[config.mk]
export PLATFORM = sky130hd
export DESIGN_NAME = seg_recency_dir
export DESIGN_NICKNAME = d
export VERILOG_FILES = /design/src/rtl/srd_pkg.sv /design/src/rtl/srd_match.sv /design/src/rtl/srd_reorder.sv /design/src/rtl/srd_satcnt.sv /design/src/rtl/seg_recency_dir.sv
export SDC_FILE = /design/constraint.sdc
export NUM_CORES = 1
export LEC_CHECK = 0
export BUFFER_PORTS_ARGS = -buffer_cell sky130_fd_sc_hd__buf_2
export CAP_MARGIN = 20
export CORE_UTILIZATION = 30
export CTS_CLUSTER_DIAMETER = 50
export DETAILED_ROUTE_END_ITERATION = 8
export GPL_TIMING_DRIVEN = 0
export HOLD_SLACK_MARGIN = 0.1
export PLACE_DENSITY_LB_ADDON = 0.2
export SYNTH_ARGS = -nofsm -noshare
export SYNTH_HDL_FRONTEND = slang
export SYNTH_SLANG_ARGS = --single-unit
[constraint.sdc]
create_clock -name clk -period 2.67 [get_ports clk]
set_clock_uncertainty 0.1 [all_clocks]
set_input_delay 0.1335 -clock clk [delete_from_list [all_inputs] [get_ports clk]]
set_output_delay 0.1335 -clock clk [all_outputs]
set_load 0.01 [all_outputs]
[src/rtl/srd_pkg.sv]
package srd_pkg;
    typedef enum logic [0:0] {
        ST_IDLE   = 1'b0,
        ST_REFILL = 1'b1
    } srd_state_t;
endpackage

[src/rtl/srd_match.sv]
// Parallel tag compare across all directory entries.
module srd_match #(
    parameter int N     = 6,
    parameter int TAG_W = 10,
    localparam int IDX_W = (N > 1) ? $clog2(N) : 1
) (
    input  logic [N-1:0]            vld,
    input  logic [N-1:0][TAG_W-1:0] tags,
    input  logic [TAG_W-1:0]        key,
    output logic                    hit,
    output logic [IDX_W-1:0]        idx
);
    logic [N-1:0] eq;

    for (genvar i = 0; i < N; i++) begin : g_cmp
        assign eq[i] = vld[i] && (tags[i] == key);
    end

    always_comb begin
        hit = 1'b0;
        idx = '0;
        for (int i = 0; i < N; i++) begin
            if (eq[i] && !hit) begin
                hit = 1'b1;
                idx = IDX_W'(i);
            end
        end
    end
endmodule

[src/rtl/srd_reorder.sv]
// Remove the entry at position sel, close the gap toward the head,
// and place new_tag at the tail (position N-1).
module srd_reorder #(
    parameter int N     = 6,
    parameter int TAG_W = 10,
    localparam int IDX_W = (N > 1) ? $clog2(N) : 1
) (
    input  logic [N-1:0]            vld_i,
    input  logic [N-1:0][TAG_W-1:0] tag_i,
    input  logic [IDX_W-1:0]        sel,
    input  logic [TAG_W-1:0]        new_tag,
    output logic [N-1:0]            vld_o,
    output logic [N-1:0][TAG_W-1:0] tag_o
);
    for (genvar i = 0; i < N; i++) begin : g_pos
        if (i == N - 1) begin : g_tail
            assign vld_o[i] = 1'b1;
            assign tag_o[i] = new_tag;
        end else begin : g_body
            logic keep;
            assign keep     = (IDX_W'(i) < sel);
            assign vld_o[i] = keep ? vld_i[i] : vld_i[i+1];
            assign tag_o[i] = keep ? tag_i[i] : tag_i[i+1];
        end
    end
endmodule

[src/rtl/srd_satcnt.sv]
// Saturating event counter.
module srd_satcnt #(
    parameter int W = 16
) (
    input  logic         clk,
    input  logic         rst_n,
    input  logic         inc,
    output logic [W-1:0] count
);
    localparam logic [W-1:0] MAXV = '1;

    logic [W-1:0] cnt_d, cnt_q;

    always_comb begin
        cnt_d = cnt_q;
        if (inc && (cnt_q != MAXV)) begin
            cnt_d = cnt_q + W'(1);
        end
    end

    always_ff @(posedge clk or negedge rst_n) begin
        if (!rst_n) begin
            cnt_q <= '0;
        end else begin
            cnt_q <= cnt_d;
        end
    end

    assign count = cnt_q;
endmodule

[src/rtl/seg_recency_dir.sv]
module seg_recency_dir
    import srd_pkg::*;
#(
    parameter int N         = 6,
    parameter int ADDR_W    = 16,
    parameter int SEG_OFF_W = 6,
    parameter int CNT_W     = 16,
    localparam int TAG_W    = ADDR_W - SEG_OFF_W,
    localparam int IDX_W    = (N > 1) ? $clog2(N) : 1
) (
    input  logic              clk,
    input  logic              rst_n,
    input  logic              req_valid,
    input  logic [ADDR_W-1:0] req_addr,
    output logic              req_ready,
    output logic              resp_valid,
    output logic              resp_hit,
    output logic              evict_valid,
    output logic [TAG_W-1:0]  evict_tag,
    output logic              refill_req,
    output logic [TAG_W-1:0]  refill_tag,
    input  logic              refill_ack,
    output logic [CNT_W-1:0]  hit_count,
    output logic [CNT_W-1:0]  miss_count
);
    typedef struct packed {
        srd_state_t              st;
        logic [N-1:0]            vld;
        logic [N-1:0][TAG_W-1:0] tag;
        logic [TAG_W-1:0]        pend_tag;
        logic                    resp_valid;
        logic                    resp_hit;
        logic                    ev_valid;
        logic [TAG_W-1:0]        ev_tag;
    } dir_state_t;

    dir_state_t d, q;

    logic [TAG_W-1:0]        key;
    logic                    lk_hit;
    logic [IDX_W-1:0]        lk_idx;
    logic [IDX_W-1:0]        ro_sel;
    logic [TAG_W-1:0]        ro_new;
    logic [N-1:0]            ro_vld;
    logic [N-1:0][TAG_W-1:0] ro_tag;
    logic                    accept;
    logic                    ack_take;
    logic                    unused_offset;
    logic [N-1:0]            vld_view;

    assign key           = req_addr[ADDR_W-1:SEG_OFF_W];
    assign unused_offset = ^req_addr[SEG_OFF_W-1:0];
    assign accept        = req_valid && (q.st == ST_IDLE);
    assign ack_take      = refill_ack && (q.st == ST_REFILL);
    assign vld_view      = q.vld;

    srd_match #(.N(N), .TAG_W(TAG_W)) u_match (
        .vld  (q.vld),
        .tags (q.tag),
        .key  (key),
        .hit  (lk_hit),
        .idx  (lk_idx)
    );

    // A miss always removes the head; a hit removes its own position.
    assign ro_sel = (q.st == ST_IDLE) ? lk_idx : '0;
    assign ro_new = (q.st == ST_IDLE) ? key : q.pend_tag;

    srd_reorder #(.N(N), .TAG_W(TAG_W)) u_reorder (
        .vld_i   (q.vld),
        .tag_i   (q.tag),
        .sel     (ro_sel),
        .new_tag (ro_new),
        .vld_o   (ro_vld),
        .tag_o   (ro_tag)
    );

    always_comb begin
        d            = q;
        d.resp_valid = 1'b0;
        d.resp_hit   = 1'b0;
        d.ev_valid   = 1'b0;
        unique case (q.st)
            ST_IDLE: begin
                if (accept) begin
                    if (lk_hit) begin
                        d.vld        = ro_vld;
                        d.tag        = ro_tag;
                        d.resp_valid = 1'b1;
                        d.resp_hit   = 1'b1;
                    end else begin
                        d.st       = ST_REFILL;
                        d.pend_tag = key;
                    end
                end
            end
            ST_REFILL: begin
                if (refill_ack) begin
                    d.vld        = ro_vld;
                    d.tag        = ro_tag;
                    d.ev_valid   = q.vld[0];
                    d.ev_tag     = q.tag[0];
                    d.resp_valid = 1'b1;
                    d.st         = ST_IDLE;
                end
            end
            default: d.st = ST_IDLE;
        endcase
    end

    always_ff @(posedge clk or negedge rst_n) begin
        if (!rst_n) begin
            q <= '{st: ST_IDLE, default: '0};
        end else begin
            q <= d;
        end
    end

    srd_satcnt #(.W(CNT_W)) u_hits (
        .clk   (clk),
        .rst_n (rst_n),
        .inc   (accept && lk_hit),
        .count (hit_count)
    );

    srd_satcnt #(.W(CNT_W)) u_misses (
        .clk   (clk),
        .rst_n (rst_n),
        .inc   (ack_take),
        .count (miss_count)
    );

    assign req_ready   = (q.st == ST_IDLE);
    assign refill_req  = (q.st == ST_REFILL);
    assign refill_tag  = q.pend_tag;
    assign resp_valid  = q.resp_valid;
    assign resp_hit    = q.resp_hit;
    assign evict_valid = q.ev_valid;
    assign evict_tag   = q.ev_tag;
endmodule

=== After elaboration in Yosys (flattened, before gate mapping) ===
Cells that the tools add are included.

* Word-level logic and storage cells: 94
* Flip-flop bits (word level): 122
* Latch bits: 0
* Bits of input ports: 20
* ROM bits: 0
* Memories: 0
* RAM bits: 0
* Output and inout port bits: 57

* Equality and inequality tests: 11
* Reduce and logical (&&, ||, !) cells: 24
* Multiply operators: 0
* Divide/modulo/power cells: 0
* Mux-type cells: 35
* Bitwise logic cells: 2
* Magnitude comparators: 5
* Shift operators: 0
* Add/subtract/negate cells: 2

{| class="wikitable"
|+ Operators by type and width
! cell !! count
|-
| 67-bit case mux with 2 select lines || 1
|-
| 79-bit two-way mux || 1
|-
| 10-bit two-way mux || 7
|-
| 67-bit two-way mux || 1
|-
| 66-bit two-way mux || 1
|-
| 10-bit == test || 6
|-
| 16-bit by 1-bit adder with 16-bit output (second input constant) || 2
|-
| 16-bit != test (second input constant) || 2
|-
| 11-bit two-way mux || 2
|-
| 1-bit logical AND || 16
|-
| 1-bit two-way mux || 15
|-
| 3-bit two-way mux || 3
|-
| 1-bit by 3-bit less-than comparator with 1-bit output (first input constant) || 2
|-
| 2-bit by 3-bit less-than comparator with 1-bit output (first input constant) || 2
|-
| 2-bit two-way mux || 3
|-
| 3-bit AND reduction || 2
|-
| 1-bit zero test || 5
|-
| 2-bit by 1-bit != test with 1-bit output (second input constant) || 2
|-
| 3-bit less-than comparator (first input constant) || 1
|-
| 2-bit != test (second input constant) || 1
|-
| 1-bit NOT || 2
|-
| 1-bit case mux with 2 select lines || 1
|-
| 2-bit AND reduction || 1
|}

=== Logic depth before layout (Yosys ltp) ===
Gate-level depths: netlist of run 1.

* Depth in word-level cells: 24
* Gate-level depth with buffers: 9
* Gate-level depth less buffers: 8

=== Hierarchy ===
A second synthesis of run 1 with hierarchy kept.

* Cell total of the unflattened synthesis: 578
* Area total of the unflattened synthesis: 7,303.3 µm²

{| class="wikitable"
|+ By module, submodules not included
! module !! area an instance (µm²) !! sequential area each (µm²) !! times used !! cells each
|-
| seg_recency_dir || 3,753.6 || 2,252.2 || 1 || 229
|-
| srd_satcnt || 884.6 || 400.4 || 2 || 77
|-
| srd_match || 1,014.7 || 0.0 || 1 || 119
|-
| srd_reorder || 765.7 || 0.0 || 1 || 76
|}

=== Least setup slack after synthesis of run 1 ===
No wires, ideal clock.

* Kind: reg2reg
* From: register u_misses.cnt_q[7], in the netlist u_misses.count[7]
* To: register u_misses.cnt_q[15], in the netlist u_misses.count[15]
* Data arrival time: 1,809 ps
* Period minus slack after synthesis: 2,034 ps
* Data required time: 2,445 ps
* Setup time: 125 ps
* Cell stages (with the launch flop): 8
* Path slack: 636 ps
* Path buffers: 0
* Cells stage by stage: dfrtp_1 and4_1 and3_1 a31oi_4 nand4_1 nor2_1 nand4_1 xnor2_1

* Longest elaborated chain between the ends: 2
* Elaborated cells on any way between the ends: 3
* Classes of those cells: add/sub: 1; eq/ne: 1; reduce/logical: 1

{| class="wikitable"
|+ RTL lines
! item !! line !! text
|-
| start: declaration || srd_satcnt.sv:12 || <nowiki>logic [W-1:0] cnt_d, cnt_q;</nowiki>
|-
| start signal: assignment || srd_satcnt.sv:25 || <nowiki>cnt_q <= cnt_d;</nowiki>
|-
| parallel branches: the longest is 2 deep, another holds 16-bit by 1-bit adder with 16-bit output || n/a ||
|}

Several ways; the timed one is not identified.
A chain may end at the register's enable or synchronous reset.

=== Worst setup path after layout of run 1 ===
* From: input port req_addr[9]
* To: register u_hits.cnt_q[13], in the netlist u_hits.count[13]

* Longest elaborated chain between the ends: 20
* Elaborated cells on any way between the ends: 30
* Classes of those cells: eq/ne: 6; mux: 6; reduce/logical: 18

{| class="wikitable"
|+ RTL lines
! item !! line !! text
|-
| start: declaration || seg_recency_dir.sv:14 || <nowiki>input logic [ADDR_W-1:0] req_addr,</nowiki>
|-
| 10-bit == test || srd_match.sv:16 || <nowiki>assign eq[i] = vld[i] && (tags[i] == key);</nowiki>
|-
| 1-bit logical AND || srd_match.sv:16 ||
|-
| 1-bit two-way mux || srd_match.sv:23 || <nowiki>if (eq[i] && !hit) begin</nowiki>
|-
| 1-bit zero test || srd_match.sv:23 ||
|-
| 1-bit logical AND || srd_match.sv:23 ||
|-
| 1-bit two-way mux || srd_match.sv:23 ||
|-
| 1-bit zero test || srd_match.sv:23 ||
|-
| 1-bit logical AND || srd_match.sv:23 ||
|-
| (+4 left out) || n/a ||
|-
| 1-bit zero test || srd_match.sv:23 ||
|-
| 1-bit logical AND || srd_match.sv:23 ||
|-
| 1-bit two-way mux || srd_match.sv:23 ||
|-
| 1-bit zero test || srd_match.sv:23 ||
|-
| 1-bit logical AND || srd_match.sv:23 ||
|-
| 1-bit two-way mux * || srd_match.sv:23 ||
|-
| 1-bit logical AND * || seg_recency_dir.sv:122 || <nowiki>.inc (accept && lk_hit),</nowiki>
|-
| 1-bit logical AND * || srd_satcnt.sv:16 || <nowiki>if (inc && (cnt_q != MAXV)) begin</nowiki>
|-
| end signal: assignment || srd_satcnt.sv:25 ||
|-
| end: declaration || srd_satcnt.sv:12 ||
|}

Every way passes the cells marked *; elsewhere a longest branch is shown, timed or not.

==> run summary, run 1 <==
Outcome = complete, no violations
WL final = 13.3 mm
P_sw = 2.27 mW
Final hold vios = 0
CP Class = in2reg
FMAX = 423 MHz
Hold WC Path Type = in2async
RSZ-0062 raised after global routing = false
Gr usage total = 0.141
PortBufs = 59
Synth Area in Simple Gates = 0.108
Met3 routed WL = 565 microns
VDD IR-drop max = 468 uV
GRT Residual Overflow = 0
Final setup violation count = 0
Initial Utilization = 0.309
Seq/Total Area, Yosys = 0.505
Buf/Inv on CP = 3
DR vias = 4006
Combinational Power Share = 0.262
Final instance area = 0.00743 sq mm
Pint = 5.23 mW
Design Power = 7.50 mW
Levels on crit path = 10
Leak = 3.26 nW
Synth Flop Type = dfrtp_1
TritonRoute pass-1 iters = 4
Vias in the first global route = 4132
Slew at the pin closest to its max-slew limit = 0.710 ns
Main area contributors after synthesis = dfrtp_1 (51%), xnor2_1 (12%), mux2_2 (11%), a221o_1 (3.5%), buf_4 (3.5%)
CORE AREA = 0.0196 sq mm
Post-layout util = 0.380
Number of fill cells = 1937
Clock latency on the worst-skew pair = 0.41 ns
Die area = 0.0207 sq mm
Top-area cell type share of the netlist area = 0.505
Synthesis Warnings = 0
Sink Count = 122
CTS Buf Count = 17
Post-synth EDFFs = 0
DRT met1 WL = 6.57 mm
DR iter-0 viols = 233
TritonCTS clock tree = yes
Gpl congestion = 0.750
Final Max Tran Viols = 0
Routed vias/inst = 4.64
Main combinational cell family by area after synthesis = multiplexers
Xor and xnor fraction of the mapped netlist area = 0.129
Postcts setup bufs = 0
Cells after Synth = 496
Synth async-reset ratio = 1.00
Synth Area per Inst = 12.2 sq um
Post-DP Area = 0.00671 sq mm
Clock power frac = 0.316
Post-synthesis adder-cell area fraction = 0.00414
Cts repair resizes = 0
#FFs+latches synth = 122
Antenna-violating nets left = 0
Sw Ratio = 0.303
Max Root-Sink Buffers = 2
Reg2Reg Depth = 8
Syn_nets = 518
Startpoint types = primary input
Cell at the slowest stage of the critical path = dlygate4sd3_1
Wire length per cell = 15.4 microns
Leading area contributor after synthesis = dfrtp_1
Antenna Cells = 0
Required @ worst endpoint = 2.86 ns
Worst-path cell chain = dlygate4sd3_1, buf_4, xnor2_1, nand3_1, nor3_2, nor3_4, a21oi_4, buf_2, nand4_1, xnor2_1
Crit path max-delay family = buffers and inverters
Mapped Area = 0.00604 sq mm
WL met2 = 6.05 mm
Worst hold slack = 0.175 ns
Root Driver = clkbuf_16
Crit path top cell by count = xnor2_1
Synth Area in Compound Gates = 0.0561
CTS H-tree lvls = 4
Critical path's largest stage delay = 0.54 ns
I/O pins = 77
Die Y = 144 microns
Ratio of cells with drive above 1 in the final layout = 0.337
Largest net degree at the start of global routing = 64
Worst path arrival time = 2.56 ns
Post-detail-place hpwl = 9.88 mm
Multiplexer share of the synthesized area = 0.143
Hold Buf Count CTS = 11
Area grow syn2layout = 23.0%
Sequential share of power = 0.422
Tcrit/Tclk final = 0.885
Cell area power density = 1010 mW/mm^2
Post-route DRC = 0
Row cnt = 51
Post-synth cell types = 35
Initial antenna violation count = 0
TNS Setup = 0 ns
Nets@finish = 608
Tmin final = 2.36 ns
Clk slew on worst S/H paths = 0.06 ns
Worst slew margin = 0.527
Die X = 144 microns
Crit. End Element = flip-flop
Uppermost layer routed = met4
Maximum net fanout on the critical path = 10
First-pass GRT wire length = 21.9 mm
Max-cap violations = 0
worst paths after layout:
check                           slack, ns           endpoint             from
worst min register to register       0.39    u_hits.count[7]  u_hits.count[7]
max in group asynchronous            1.57  u_misses.count[9]            rst_n
worst max register to register       0.38   u_hits.count[13]            q[26]
worst max-delay path                 0.31   u_hits.count[13]      req_addr[9]
worst min-delay path                 0.18              q[25]            rst_n
min in group clk                     0.18        vld_view[4]        req_valid
power by group through the flow:
stage	sequential (mW)	clock [mW]	combinational, mW
floorplan	3.02	0	1.54
global placement	3.16	0	1.93
detailed placement	3.20	0	1.98
CTS	3.17	2.43	2.00
global route	3.28	2.53	2.18
finish	3.16	2.37	1.97
cell usage after synthesis, drive strengths merged (5+ instances only):
cell type / n
nand4: 25
nor3: 10
o21ai: 13
dfrtp: 122
mux2i: 12
nor2: 10
nand3: 15
clkbuf: 8
xnor2: 85
a221o: 21
buf: 40
and2: 5
nand2: 25
and3: 19
mux2: 66
cell type report:
cell class	instances	area [sq um]	share of cell area
Sequential cell	122	3050	0.411
Multi-Input combinational cell	324	2660	0.358
Clock buffer	19	453	0.0609
Timing Repair Buffer	71	439	0.0591
Tap cell	265	332	0.0446
Buffer	48	324	0.0436
Clock inverter	13	166	0.0224
Inverter	2	7.51	0.00101
placed cells by master, fill, tap and decap left out, types with 2 or more instances in the layout:
cell | Yosys | routed
bufinv_16 | 0 | 3
clkinv_2 | 0 | 2
clkinv_4 | 0 | 3
ha_1 | 2 | 2
dlygate4sd3_1 | 0 | 11
inv_1 | 2 | 2
nand4_1 | 25 | 25
and4_1 | 2 | 2
mux2_1 | 5 | 5
buf_4 | 28 | 28
buf_6 | 4 | 5
inv_6 | 0 | 2
mux2i_1 | 12 | 12
and3_1 | 19 | 19
xnor2_1 | 85 | 85
nor2_1 | 10 | 10
nor3_1 | 3 | 3
clkbuf_8 | 0 | 2
mux2_2 | 61 | 61
clkbuf_1 | 8 | 8
buf_2 | 7 | 65
nor3_2 | 6 | 6
clkinvlp_4 | 0 | 3
and2_1 | 5 | 5
a21oi_1 | 2 | 2
clkbuf_16 | 0 | 17
nand2_1 | 25 | 25
o21ai_0 | 12 | 12
nand3_1 | 15 | 15
xor2_1 | 4 | 4
dfrtp_1 | 122 | 122
a221o_1 | 21 | 21
registers in the layout, summed over array words and instances, names as in the netlist, 6 cells and up:
signal,flops
evict_tag,10
q,60
refill_tag,10
u_hits.count,16
u_misses.count,16
vld_view,6
cell families (layout without fill, tap and decap cells):
family,after synthesis,in the layout
compound gates,40,40
xor+xnor,89,89
fa+ha+maj,2,2
buf+inv,50,153
flops,122,122
mux,78,78
simple gates,115,115
metrics by stage:
step / setup WS [ns] / std cells
final: 0.307 / 864
after global routing: 0.112 / 864
after CTS: 0.291 / 864
after detailed placement: 0.343 / 821
after global placement: -0.224 / 820
after floorplan: 0.636 / 496
metal layers:
layer,global-route usage,up-vias
li1,-,1930
met1,0.190,1989
met2,0.217,78
met3,0.0427,9
met4,0.0381,0
met5,0,-
Note: power is estimated with default switching activity, not from simulation.
==> inputs of run 2 (changes only) <==
- clock period: 2.67 -> 2.25 ns (I/O delays scaled with it)
==> run summary, run 2 (same netlist as run 1, synthesis figures left out) <==
Row cnt = 51
Antenna-violating nets left = 0
Die Y = 144 microns
Ratio of cells with drive above 1 in the final layout = 0.372
Final hold vios = 0
Startpoint types = primary input
Most frequent cells in the layout = dfrtp_1 (122), xnor2_1 (83), buf_2 (58), mux2_2 (46), buf_4 (36)
Post-detail-place hpwl = 9.88 mm
CP Launch Point = req_addr[6]
Maximum net fanout on the critical path = 8
Antenna Cells = 0
GRT Residual Overflow = 0
Max Root-Sink Buffers = 2
TritonCTS clock tree = yes
DR vias = 4093
Sink Count = 122
Final WS setup = -0.0380 ns
Final Max Tran Viols = 0
CP Class = in2reg
Met2 Use GR = 0.217
RSZ-0062 raised after global routing = true
Leak = 3.49 nW
Root Driver = clkbuf_16
Reg2reg start = q[23]
Tcrit/Tclk final = 1.02
DR iter-0 viols = 264
Tmin final = 2.29 ns
Largest net degree at the start of global routing = 64
Flip-flop count of the largest register after layout = 60
GR met3 Demand/Resource = 0.0427
Clock latency on the worst-skew pair = 0.41 ns
Largest register by flop count = q
Worst slew margin = 0.519
Top Usage Layer GRT = met2
CTS H-tree lvls = 4
Area grow syn2layout = 28.9%
Gpl congestion = 0.750
VDD IR-drop max = 554 uV
Crit path max-delay family = buffers and inverters
Final setup violation count = 15
FMAX = 437 MHz
Buf/Inv on CP = 4
Slew at the pin closest to its max-slew limit = 0.722 ns
Worst-path cell chain = dlygate4sd3_1, buf_6, xnor2_1, nand4_1, nor3_4, nor3_4, a21oi_4, buf_6, buf_8, nand4_1, xnor2_1
CORE AREA = 0.0196 sq mm
Initial Utilization = 0.309
Die area = 0.0207 sq mm
Cell area power density = 1170 mW/mm^2
Max-cap violations = 0
PortBufs = 59
Hold WC Path Type = in2async
CTS Buf Count = 17
Met1 Use GR = 0.196
WL final = 14.1 mm
Outcome = finished, violations left
First-pass GRT wire length = 22.2 mm
Post-route DRC = 0
Placed Cells = 821
TNS Setup = -0.201 ns
Failing checks = negative setup slack
Vias in the first global route = 4140
Crit. End Element = flip-flop
Initial antenna violation count = 0
Required @ worst endpoint = 2.44 ns
Critical path's largest stage delay = 0.55 ns
TritonRoute pass-1 iters = 5
Post-layout util = 0.398
Routed vias/inst = 4.65
Worst hold slack = 0.158 ns
Die X = 144 microns
Nets@finish = 624
Worst path arrival time = 2.48 ns
Clk slew on worst S/H paths = 0.06 ns
Non-Filler Instances = 880
I/O pins = 77
Worst reg2reg setup slack = -0.02 ns
Wire length per cell = 16.1 microns
Gr usage total = 0.143
Most common cell after layout, fill and taps aside = dfrtp_1
Cell at the slowest stage of the critical path = dlygate4sd3_1
## run 2: worst reg2reg max path: stages (launching register included)
cell and delay [ns]:
dfrtp_1 0.41, xnor2_1 0.18, nand4_1 0.23, nor3_4 0.30
nor3_4 0.11, a21oi_4 0.29, buf_6 0.17, buf_8 0.12
nand4_1 0.11, xnor2_1 0.14
## run 2: cell type report
| class | count | area (sq um) |
|---|---|---|
| fillers | 1897 | 11800 |
| flip-flops and latches | 122 | 3050 |
| multi-input cells | 324 | 2810 |
| repair buffers | 87 | 596 |
| clock buffers | 19 | 453 |
| plain buffers | 48 | 380 |
| well taps | 265 | 332 |
| clock inverters | 13 | 166 |
| inverters | 2 | 7.51 |
## run 2: what timing repair did
item / in CTS / in global routing
setup endpoints to repair: 51 / 86
hold endpoints to repair: 142 / 0
pin swaps: 2 / 13
hold buffers: 11 / 0
resized for setup: 6 / 64
cloned: 0 / 6
setup buffers: 3 / 7
## run 2: worst paths after layout
check                                     end  cells past startpoint
hold reg to reg              u_hits.count[14]                      1
setup reg to reg             u_hits.count[13]                      9
max in group asynchronous  u_misses.count[13]                      3
setup / recovery             u_hits.count[13]                     11
min in group clk                  vld_view[4]                      5
hold / removal                          q[25]                      2
## run 2: per-layer routing
layer / wire [microns] / vias to the layer above
met5: 0 / -
met4: 94 / 0
met3: 490 / 8
met2: 6550 / 81
met1: 7010 / 2040
li1: - / 1964
## run 2: where the power goes
| part | total, mW | switching, mW | internal [mW] |
|---|---|---|---|
| clock network | 2.82 | 1.02 | 1.81 |
| registers | 3.78 | 0.812 | 2.97 |
| logic | 2.52 | 0.953 | 1.57 |
## run 2: through the flow
stage	instance area (sq um)	power (mW)	setup slack (ns)
after global placement	6670	6.05	-0.623
after CTS	7480	9.04	0.00204
after global routing	7790	9.68	-0.138
after detailed placement	6710	6.14	-0.0770
after floorplan	6040	5.41	0.216
final	7790	9.12	-0.0380
==> inputs of run 3 (changes only) <==
- CTS_CLUSTER_DIAMETER: 50 -> not set
- RECOVER_POWER: not set -> 50
==> run summary, run 3 (same netlist as run 1, synthesis figures left out) <==
Antenna Cells = 0
Worst hold slack = 0.158 ns
TritonCTS clock tree = yes
Worst slew margin = -0.0958
WHS Endpoint = vld_view[4]
Area grow syn2layout = 28.7%
Die area = 0.0207 sq mm
Final WS setup = -0.0364 ns
Sequential share of power = 0.414
Reg2reg start = q[23]
Tmin final = 2.29 ns
Largest net degree at the start of global routing = 64
CTS Buf Count = 17
Design Power = 9.12 mW
DR iter-0 viols = 263
Tcrit/Tclk final = 1.02
Min-delay src = req_valid
FMAX = 437 MHz
RSZ-0062 raised after global routing = true
TNS Setup = -0.210 ns
Nets@finish = 624
Crit. End Element = flip-flop
Post-detail-place hpwl = 9.88 mm
Leak = 3.47 nW
Most frequent cells in the layout = dfrtp_1 (122), xnor2_1 (83), buf_2 (54), mux2_2 (46), buf_4 (36)
Cell at the slowest stage of the critical path = dlygate4sd3_1
Hold Crit Depth = 5
Row cnt = 51
Sw Ratio = 0.305
Worst path arrival time = 2.48 ns
Failing checks = max-capacitance violations, max-slew violations, negative setup slack
Initial Utilization = 0.309
Root Driver = clkbuf_16
Gr usage total = 0.143
Antenna-violating nets left = 0
Ratio of cells with drive above 1 in the final layout = 0.366
Clk slew on worst S/H paths = 0.06 ns
CORE AREA = 0.0196 sq mm
Clock power frac = 0.310
WL final = 14.1 mm
I/O pins = 77
Outcome = finished, violations left
First-pass GRT wire length = 22.2 mm
Combinational Power Share = 0.276
CP Class = in2reg
Die X = 144 microns
Critical R2R Capture = u_hits.count[13]
Clock latency on the worst-skew pair = 0.41 ns
PortBufs = 59
Post-route DRC = 0
Routed vias/inst = 4.64
Buf/Inv on CP = 4
Post-layout util = 0.397
Flip-flop count of the largest register after layout = 60
Max-cap violations = 1
VDD IR-drop max = 554 uV
Max Root-Sink Buffers = 2
Sink Count = 122
Largest register by flop count = q
GRT Residual Overflow = 0
CTS H-tree lvls = 4
Required @ worst endpoint = 2.44 ns
Reg2Reg Depth = 9
Maximum net fanout on the critical path = 8
Slew at the pin closest to its max-slew limit = 1.64 ns
Gpl congestion = 0.750
Vias in the first global route = 4140
P_sw = 2.78 mW
Pint = 6.34 mW
Wire length per cell = 16.1 microns
Final hold vios = 0
Worst-path cell chain = dlygate4sd3_1, buf_6, xnor2_1, nand4_1, nor3_4, nor3_4, a21oi_4, buf_6, buf_8, nand4_1, xnor2_1
Initial antenna violation count = 0
TritonRoute pass-1 iters = 4
Worst reg2reg setup slack = -0.02 ns
Final setup violation count = 15
Startpoint types = primary input
DR vias = 4085
Crit path max-delay family = buffers and inverters
Cell area power density = 1170 mW/mm^2
Critical path's largest stage delay = 0.55 ns
Final Max Tran Viols = 63
CP Launch Point = req_addr[6]
Hold WC Path Type = in2reg
Die Y = 144 microns
Most common cell after layout, fill and taps aside = dfrtp_1
## run 3: changes by cell type in the layout (fill, tap and decap cells not counted), sizes merged
cell,change
buf,-5
clkbuf,+5
## run 3: worst max path at each step
stage                               endpoint  slack [ns]  cells past startpoint
after CTS                              q[38]       0.002                      7
after global routing        u_hits.count[13]       -0.14                      9
final                       u_hits.count[13]       -0.04                     11
after detailed placement  u_misses.count[15]       -0.08                      7
after global placement    u_misses.count[10]       -0.62                      1
after floorplan           u_misses.count[15]        0.22                      7
## run 3: layout make-up
cell class / instances / area (sq um)
plain buffers: 48 / 380
clock buffers: 19 / 453
clock inverters: 13 / 166
fillers: 1901 / 11800
inverters: 2 / 7.51
multi-input cells: 324 / 2810
flip-flops and latches: 122 / 3050
well taps: 265 / 332
repair buffers: 87 / 584
## run 3: metrics by stage
stage                     setup slack (ns)  instance area [sq um]  cells
after floorplan                      0.216                   6040    496
after global placement              -0.623                   6670    820
after detailed placement           -0.0770                   6710    821
after CTS                          0.00204                   7480    867
after global routing                -0.138                   7780    880
final                              -0.0364                   7780    880
## run 3: power by group through the flow
stage          Clock [mW]  Sequential, mW  Combinational [mW]
2_1_floorplan           0            3.58                1.83
3_3_place_gp            0            3.76                2.29
3_5_place_dp            0            3.79                2.35
4_1_cts              2.89            3.76                2.40
5_1_grt              3.00            3.91                2.77
6_report             2.82            3.78                2.52
## run 3: layer usage
layer	part of all wire	GRT usage
met1	0.50	0.196
met2	0.46	0.217
met3	0.036	0.0427
met4	0.0068	0.0386
met5	0	0
## run 3: tightest hold or removal path, cell delays in order
cell,delay [ns]
buf_2,0.12
nor2_1,0.13
nand2_1,0.06
o21ai_0,0.08
a221o_1,0.12
## run 3: timing repair
action                     4_1_cts  5_1_grt
buffers inserted                 3        7
hold buffers                    11        0
pin swaps                        2       13
gates resized for setup          6       64
gates cloned                     0        6
hold endpoints to repair       142        0
setup endpoints to repair       51       86
